==> config.mk <==
export PLATFORM = sky130hd
export DESIGN_NAME = ddr_slot_word_builder
export DESIGN_NICKNAME = d
export VERILOG_FILES = /design/src/rtl/ddr_slot_pkg.sv /design/src/rtl/ddr_rst_sync.sv /design/src/rtl/ddr_slot_decode.sv /design/src/rtl/ddr_strobe_lane.sv /design/src/rtl/ddr_repl_lane.sv /design/src/rtl/ddr_word_reg.sv /design/src/rtl/ddr_slot_word_builder.sv
export SDC_FILE = /design/constraint.sdc
export NUM_CORES = 1
export LEC_CHECK = 0
export BUFFER_PORTS_ARGS = -buffer_cell sky130_fd_sc_hd__buf_2
export CORE_MARGIN = 1.5
export CORE_UTILIZATION = 50
export CTS_CLUSTER_SIZE = 10
export DETAILED_ROUTE_END_ITERATION = 8
export PLACE_DENSITY = 0.76
export SLEW_MARGIN = 40
export SYNTH_ARGS = -nofsm -noshare
export SYNTH_HDL_FRONTEND = slang
export SYNTH_HIERARCHICAL = 1
export SYNTH_SLANG_ARGS = --single-unit
export TNS_END_PERCENT = 10
==> constraint.sdc <==
create_clock -name clk -period 5.5 [get_ports clk]
set_input_delay 0.275 -clock clk [delete_from_list [all_inputs] [get_ports clk]]
set_output_delay 0.275 -clock clk [all_outputs]
set_load 0.01 [all_outputs]
==> src/rtl/ddr_slot_pkg.sv <==
package ddr_slot_pkg;

  // NOP level for the active-low command strobes.
  localparam logic STROBE_IDLE = 1'b1;

  typedef struct packed {
    logic ras_n;
    logic cas_n;
    logic we_n;
  } strobe_t;

  typedef struct packed {
    logic cs_n;
    logic cke;
    logic odt;
  } level_t;

endpackage

==> src/rtl/ddr_rst_sync.sv <==
module ddr_rst_sync (
  input  logic clk,
  input  logic rst_n,
  output logic rst_core_n
);
  logic [1:0] sync_q;
  logic [1:0] sync_d;

  always_comb begin
    sync_d = {sync_q[0], 1'b1};
  end

  always_ff @(posedge clk or negedge rst_n) begin
    if (!rst_n) sync_q <= 2'b00;
    else        sync_q <= sync_d;
  end

  assign rst_core_n = sync_q[1];
endmodule

==> src/rtl/ddr_slot_decode.sv <==
module ddr_slot_decode #(
  parameter int SER_RATIO = 4,
  localparam int SLOT_W = $clog2(SER_RATIO)
) (
  input  logic [SLOT_W-1:0]    slot_sel,
  output logic [SER_RATIO-1:0] slot_hot
);
  for (genvar p = 0; p < SER_RATIO; p++) begin : g_pos
    assign slot_hot[p] = (slot_sel == SLOT_W'(p));
  end
endmodule

==> src/rtl/ddr_strobe_lane.sv <==
module ddr_strobe_lane #(
  parameter int SER_RATIO = 4
) (
  input  logic                 level,
  input  logic [SER_RATIO-1:0] slot_hot,
  output logic [SER_RATIO-1:0] word
);
  import ddr_slot_pkg::*;
  for (genvar p = 0; p < SER_RATIO; p++) begin : g_pos
    assign word[p] = slot_hot[p] ? level : STROBE_IDLE;
  end
endmodule

==> src/rtl/ddr_repl_lane.sv <==
module ddr_repl_lane #(
  parameter int WIDTH     = 1,
  parameter int SER_RATIO = 4
) (
  input  logic [WIDTH-1:0]           bits,
  output logic [WIDTH*SER_RATIO-1:0] words
);
  for (genvar k = 0; k < WIDTH; k++) begin : g_bit
    assign words[k*SER_RATIO +: SER_RATIO] = {SER_RATIO{bits[k]}};
  end
endmodule

==> src/rtl/ddr_word_reg.sv <==
module ddr_word_reg #(
  parameter int W = 4,
  parameter logic [W-1:0] RST_VAL = '0
) (
  input  logic         clk,
  input  logic         rst_n,
  input  logic         en,
  input  logic [W-1:0] d,
  output logic [W-1:0] q
);
  logic [W-1:0] q_next;

  always_comb begin
    q_next = q;
    if (en) q_next = d;
  end

  always_ff @(posedge clk or negedge rst_n) begin
    if (!rst_n) q <= RST_VAL;
    else        q <= q_next;
  end
endmodule

==> src/rtl/ddr_slot_word_builder.sv <==
module ddr_slot_word_builder #(
  parameter int ADDR_W    = 14,
  parameter int BANK_W    = 3,
  parameter int SER_RATIO = 4,
  localparam int SLOT_W   = $clog2(SER_RATIO)
) (
  input  logic                        clk,
  input  logic                        rst_n,
  input  logic                        load_en,
  input  logic [SLOT_W-1:0]           slot_sel,
  input  logic                        ras_n_in,
  input  logic                        cas_n_in,
  input  logic                        we_n_in,
  input  logic                        cs_n_in,
  input  logic                        cke_in,
  input  logic                        odt_in,
  input  logic [ADDR_W-1:0]           addr_in,
  input  logic [BANK_W-1:0]           bank_in,
  output logic [SER_RATIO-1:0]        ras_n_word,
  output logic [SER_RATIO-1:0]        cas_n_word,
  output logic [SER_RATIO-1:0]        we_n_word,
  output logic [SER_RATIO-1:0]        cs_n_word,
  output logic [SER_RATIO-1:0]        cke_word,
  output logic [SER_RATIO-1:0]        odt_word,
  output logic [ADDR_W*SER_RATIO-1:0] addr_word,
  output logic [BANK_W*SER_RATIO-1:0] bank_word
);
  import ddr_slot_pkg::*;

  localparam int STROBES = $bits(strobe_t);
  localparam int LEVELS  = $bits(level_t);
  localparam int STR_W   = STROBES * SER_RATIO;
  localparam int LVL_W   = LEVELS * SER_RATIO;
  localparam int AW      = ADDR_W * SER_RATIO;
  localparam int BW      = BANK_W * SER_RATIO;

  logic rst_core_n;

  ddr_rst_sync u_rst (
    .clk        (clk),
    .rst_n      (rst_n),
    .rst_core_n (rst_core_n)
  );

  logic [SER_RATIO-1:0] slot_hot;

  ddr_slot_decode #(.SER_RATIO(SER_RATIO)) u_dec (
    .slot_sel (slot_sel),
    .slot_hot (slot_hot)
  );

  // Strobe lanes: command level in the chosen position, NOP elsewhere.
  strobe_t            strobe_in;
  logic [STROBES-1:0] strobe_bits;
  logic [STR_W-1:0]   strobe_d;
  logic [STR_W-1:0]   strobe_q;

  always_comb begin
    strobe_in.ras_n = ras_n_in;
    strobe_in.cas_n = cas_n_in;
    strobe_in.we_n  = we_n_in;
    strobe_bits     = strobe_in;
  end

  for (genvar s = 0; s < STROBES; s++) begin : g_strobe
    ddr_strobe_lane #(.SER_RATIO(SER_RATIO)) u_lane (
      .level    (strobe_bits[s]),
      .slot_hot (slot_hot),
      .word     (strobe_d[s*SER_RATIO +: SER_RATIO])
    );
  end

  // Level lanes and address/bank: replicated into every position.
  level_t            level_in;
  logic [LEVELS-1:0] level_bits;
  logic [LVL_W-1:0]  level_d;
  logic [LVL_W-1:0]  level_q;
  logic [AW-1:0]     addr_d;
  logic [BW-1:0]     bank_d;

  always_comb begin
    level_in.cs_n = cs_n_in;
    level_in.cke  = cke_in;
    level_in.odt  = odt_in;
    level_bits    = level_in;
  end

  ddr_repl_lane #(.WIDTH(LEVELS), .SER_RATIO(SER_RATIO)) u_lvl (
    .bits  (level_bits),
    .words (level_d)
  );

  ddr_repl_lane #(.WIDTH(ADDR_W), .SER_RATIO(SER_RATIO)) u_addr (
    .bits  (addr_in),
    .words (addr_d)
  );

  ddr_repl_lane #(.WIDTH(BANK_W), .SER_RATIO(SER_RATIO)) u_bank (
    .bits  (bank_in),
    .words (bank_d)
  );

  // Registered outputs.
  // Level layout is {cs_n, cke, odt} from MSB, so only the cs_n word resets high.
  localparam logic [LVL_W-1:0] LVL_RST =
    {{SER_RATIO{1'b1}}, {(LVL_W-SER_RATIO){1'b0}}};

  ddr_word_reg #(.W(STR_W), .RST_VAL({STR_W{1'b1}})) u_strobe_reg (
    .clk   (clk),
    .rst_n (rst_core_n),
    .en    (load_en),
    .d     (strobe_d),
    .q     (strobe_q)
  );

  ddr_word_reg #(.W(LVL_W), .RST_VAL(LVL_RST)) u_level_reg (
    .clk   (clk),
    .rst_n (rst_core_n),
    .en    (load_en),
    .d     (level_d),
    .q     (level_q)
  );

  ddr_word_reg #(.W(AW), .RST_VAL('0)) u_addr_reg (
    .clk   (clk),
    .rst_n (rst_core_n),
    .en    (load_en),
    .d     (addr_d),
    .q     (addr_word)
  );

  ddr_word_reg #(.W(BW), .RST_VAL('0)) u_bank_reg (
    .clk   (clk),
    .rst_n (rst_core_n),
    .en    (load_en),
    .d     (bank_d),
    .q     (bank_word)
  );

  // Strobe packing follows strobe_t, MSB first: ras_n, cas_n, we_n.
  assign ras_n_word = strobe_q[2*SER_RATIO +: SER_RATIO];
  assign cas_n_word = strobe_q[1*SER_RATIO +: SER_RATIO];
  assign we_n_word  = strobe_q[0*SER_RATIO +: SER_RATIO];
  assign cs_n_word  = level_q[2*SER_RATIO +: SER_RATIO];
  assign cke_word   = level_q[1*SER_RATIO +: SER_RATIO];
  assign odt_word   = level_q[0*SER_RATIO +: SER_RATIO];
endmodule

==> flow_results.org <==
** Pwr
- Static leakage :: 0.00234 uW
- Switching power share of the total :: 26.2%
- Dividing total power by cell area gives a power density of 311 nW/um2.
- Internal power :: 1080 uW
- Summed over all nets, the switching power comes to 385 uW.
- Share of power burned in the clock network :: 28.3%
- Logic pwr share :: 17.4%
- Across the VDD grid, the largest voltage drop is 0.000171 V.
- Sequential power share :: 54.3%

** Route
- Post-detailed-route DRC marker count :: 0
- For this block, the via count after detailed routing is 2105.
- The count of nets left with antenna violations once routing finished came out at 0.
- For this block, the routed nets add up to 6740 um of wire.
- For this run, the detailed router's first-pass iteration total came to 4.
- After detailed routing, the average wire length per cell comes to 15.0 um.
- Ratio of routed vias to standard cells :: 4.69
- Number of violations reported at the end of detailed-routing iteration 0 :: 25

** Synth
- Fraction of registers with async set/reset :: 100%
- Count of mapped cells out of synthesis :: 292
- Sequential elements use 53.0% of the synthesized area.
- The share of synthesized area in the top cell type comes to 43.6%.
- Post-synthesis cell type with the largest combined area :: sky130_fd_sc_hd__dfrtp_1
- Warnings from Yosys :: 6
- Number of synthesized flops with an enable pin :: 0
- Syn Std Cell Area :: 4470 um2
- Among all cell types in the netlist, the one instantiated most often is sky130_fd_sc_hd__buf_4.
- Syn_area_per_cell :: 15.3 um2
- After synthesis, the most frequently instantiated cells are sky130_fd_sc_hd__buf_4, sky130_fd_sc_hd__dfrtp_1, sky130_fd_sc_hd__mux2_4, sky130_fd_sc_hd__mux2_2, sky130_fd_sc_hd__dfstp_2.
- Nets in the synthesized netlist :: 320
- Total of flip-flops plus latches after synthesis :: 94
- Synthesis instantiated 13 different standard cells from the library.
- Top area cells in the synthesized netlist :: sky130_fd_sc_hd__dfrtp_1, sky130_fd_sc_hd__mux2_4, sky130_fd_sc_hd__buf_4, sky130_fd_sc_hd__dfstp_2, sky130_fd_sc_hd__mux2_2
- For this run, the leading register cell type out of synthesis is sky130_fd_sc_hd__dfrtp_1.

** Worst setup path
- In this design, the critical path's most frequently occurring cell is sky130_fd_sc_hd__buf_4.
- In this run the critical register-to-register path is launched from u_rst/sync_q[1]$_DFF_PN0_.
- End of the worst register-to-register path :: u_bank_reg/q[1]$_DFFE_PN0P_
- Endpoint class of the critical path :: flip-flop
- The largest single stage delay on the critical path is 0.76 ns.
- Logic depth of the worst register-to-register path :: 1
- Worst path slowest cell :: sky130_fd_sc_hd__buf_4
- Traced cell by cell, the critical path runs through buf_4 -> buf_4 -> mux2_2.
- The setup check on the worst reg-to-reg path leaves a slack of 4.51 ns.
- CP Launch Type :: input port
- The critical path in this run is classified as input port to flip-flop.
- At the worst endpoint, the arrival time is 2.04 ns.
- Max Fanout on Critical Path :: 48
- Required time of the critical path :: 5.73 ns

** Floorplan
- Measured along the y axis, the die boundary spans 97.6 um.
- Number of placement rows :: 34
- The die is 97.6 um wide.
- I/O pin cnt :: 120
- Effective utilization at floorplan :: 51.5%
- Area of the die :: 9520 um2
- In this run the standard cell core region covers 8680 um2.

** Final layout
- Final net count :: 364
- Share of cells above drive strength 1 :: 72.7%
- Layout filler cell count :: 755
- Once layout is complete, the cells apart from fillers number 449.
- Growth of design area from synthesis to finish :: 5.71%
- 0 antenna diodes ended up in the layout.

** Timing
- The routed design could run at a clock period as short as 1.82 ns.
- After routing, the total negative slack on setup checks comes to 0 ns.
- Setup violations remaining at the end of the flow were counted as 0.
- Maximum clock rate :: 0.551 GHz
- In this run the tightest slew margin relative to its limit is 46.0%.
- For the pin with the worst max-slew slack, the measured transition is 0.810 ns.
- Hold Vio Cnt, Final :: 0
- Unrepaired setup endpoints after global routing :: no
- Setup clock skew after layout :: 0.0120 ns
- The count of pins over their slew limit was 0.
- Final cycle utilization of the critical path :: 33.0%

** Clock tree
- The clock drives 94 sinks.
- After clock tree synthesis, the clock-pin slew on the worst setup and hold paths is 0.09 ns.
- TritonCTS clock tree :: done
- Clock insertion delay at the later pin of the skew report :: 0.34 ns
- Total clock buffers created by CTS :: 9
- H-tree depth :: 3
- Post-CTS Setup Bufs :: 0
- Clock tree root driver cell :: sky130_fd_sc_hd__clkbuf_8
- The clock passes through at most 2 buffers.

** GRT
- The number of global-route vias before repair is 2134.
- The number of antenna violations at the first check in global routing was 0.
- GRT Residual Overflow :: 0
- The first global-routing pass estimated 10900 um of wire.
- Largest net degree at the start of global routing :: 93
- Global-route usage over all layers :: 14.4%

** Min path
- The startpoint identified for the worst hold timing path is addr_in[8].
- The worst hold path was traced through 2 stages.
- Worst min-delay path category :: input port to flip-flop
- End point of the worst hold path :: u_addr_reg/q[32]$_DFFE_PN0P_

** Placed design
- Placed wire-length estimate after detailed placement :: 4570 um
- Count of port buffers added during placement :: 119
- The congestion estimate from routability-driven global placement came to 0.733.
- Once placement completed, the tool counted placed cells totaling 432.

** Job
- The tool flagged a number of max-cap violations equal to 0.

** Outcome
- The run finished with clean final reports.
-- metal layers --
| layer | vias up | part of all wire (%) | track usage [%] |
|---|---|---|---|
| met5 | - | 0 | 0 |
| met3 | 10 | 4.7 | 3.31 |
| li1 | 981 | - | - |
| met1 | 1049 | 46 | 19.7 |
| met4 | 0 | 1.6 | 6.59 |
| met2 | 65 | 48 | 21.9 |
-- repair_timing --
| action | in CTS | in global routing |
|---|---|---|
| hold buffers | 1 | 0 |
| gates resized for setup | 0 | 0 |
| hold endpoints to repair | 2 | 0 |
-- worst max path at each step --
stage / depth (start not counted) / start / slack [ns] / to
2_1_floorplan: 0 / u_rst/sync_q[1]$_DFF_PN0_ / 2.72 / u_addr_reg/q[0]$_DFFE_PN0P_
3_3_place_gp: 3 / load_en / 3.36 / u_addr_reg/q[53]$_DFFE_PN0P_
3_5_place_dp: 3 / load_en / 3.32 / u_addr_reg/q[53]$_DFFE_PN0P_
4_1_cts: 3 / load_en / 3.70 / u_addr_reg/q[55]$_DFFE_PN0P_
5_1_grt: 3 / load_en / 3.62 / u_addr_reg/q[55]$_DFFE_PN0P_
6_report: 3 / load_en / 3.68 / u_addr_reg/q[55]$_DFFE_PN0P_
-- power by group through the flow --
stage,Clock (uW),Sequential (uW),Combinational [uW]
3_5_place_dp,0,810,259
2_1_floorplan,0,849,160
5_1_grt,464,808,274
6_report,415,798,255
3_3_place_gp,0,809,252
4_1_cts,435,800,259
-- layout make-up --
type                            instances  area [um2]  area share [%]
Clock buffer                           10         138            2.91
Clock inverter                          6        45.0           0.953
Multi-Input combinational cell        109        1400            29.7
Sequential cell                        94        2380            50.3
Tap cell                              108         135            2.86
Timing Repair Buffer                  122         629            13.3
-- critical path: cells and delay by family --
kind | cells | cell delay (ns)
buffers and inverters | 2 | 1.30
multiplexers | 1 | 0.41
-- placed cells by master, fill, tap and decap left out --
master	n
sky130_fd_sc_hd__nor2_1	1
sky130_fd_sc_hd__clkinv_4	2
sky130_fd_sc_hd__dfstp_2	16
sky130_fd_sc_hd__and2_2	1
sky130_fd_sc_hd__clkinv_2	2
sky130_fd_sc_hd__conb_1	1
sky130_fd_sc_hd__nor2b_1	1
sky130_fd_sc_hd__nand2b_1	12
sky130_fd_sc_hd__and2b_2	1
sky130_fd_sc_hd__mux2_2	22
sky130_fd_sc_hd__dlygate4sd3_1	1
sky130_fd_sc_hd__buf_2	118
sky130_fd_sc_hd__clkbuf_8	11
sky130_fd_sc_hd__buf_4	2
sky130_fd_sc_hd__mux2_4	70
sky130_fd_sc_hd__dfrtp_4	1
sky130_fd_sc_hd__dfrtp_1	77
sky130_fd_sc_hd__inv_6	2
-- registers in the layout, indices dropped and copies added (netlist names) --
register	count
u_rst/sync_q	2
u_level_reg/q	12
u_bank_reg/q	12
u_strobe_reg/q	12
u_addr_reg/q	56
-- per-stage QoR --
stage	power [uW]	hold WS, ns	util (%)	area, um2	setup slack [ns]
2_1_floorplan	1010	-0.0206	-	4470	2.72
3_3_place_gp	1060	0.0606	52.2	4530	3.36
3_5_place_dp	1070	0.0689	52.2	4530	3.32
4_1_cts	1490	0.179	54.4	4720	3.70
5_1_grt	1550	0.178	54.5	4730	3.62
6_report	1470	0.204	54.5	4730	3.68
-- logic make-up after synthesis --
group | Yosys count | synth area share [%]
buffers and inverters | 89 | 15.6
flip-flops | 94 | 53.0
multiplexers | 92 | 29.0
other | 1 | 0.0839
AND/OR/NAND/NOR | 16 | 2.27
No activity file was read; power rests on OpenSTA's default activity.
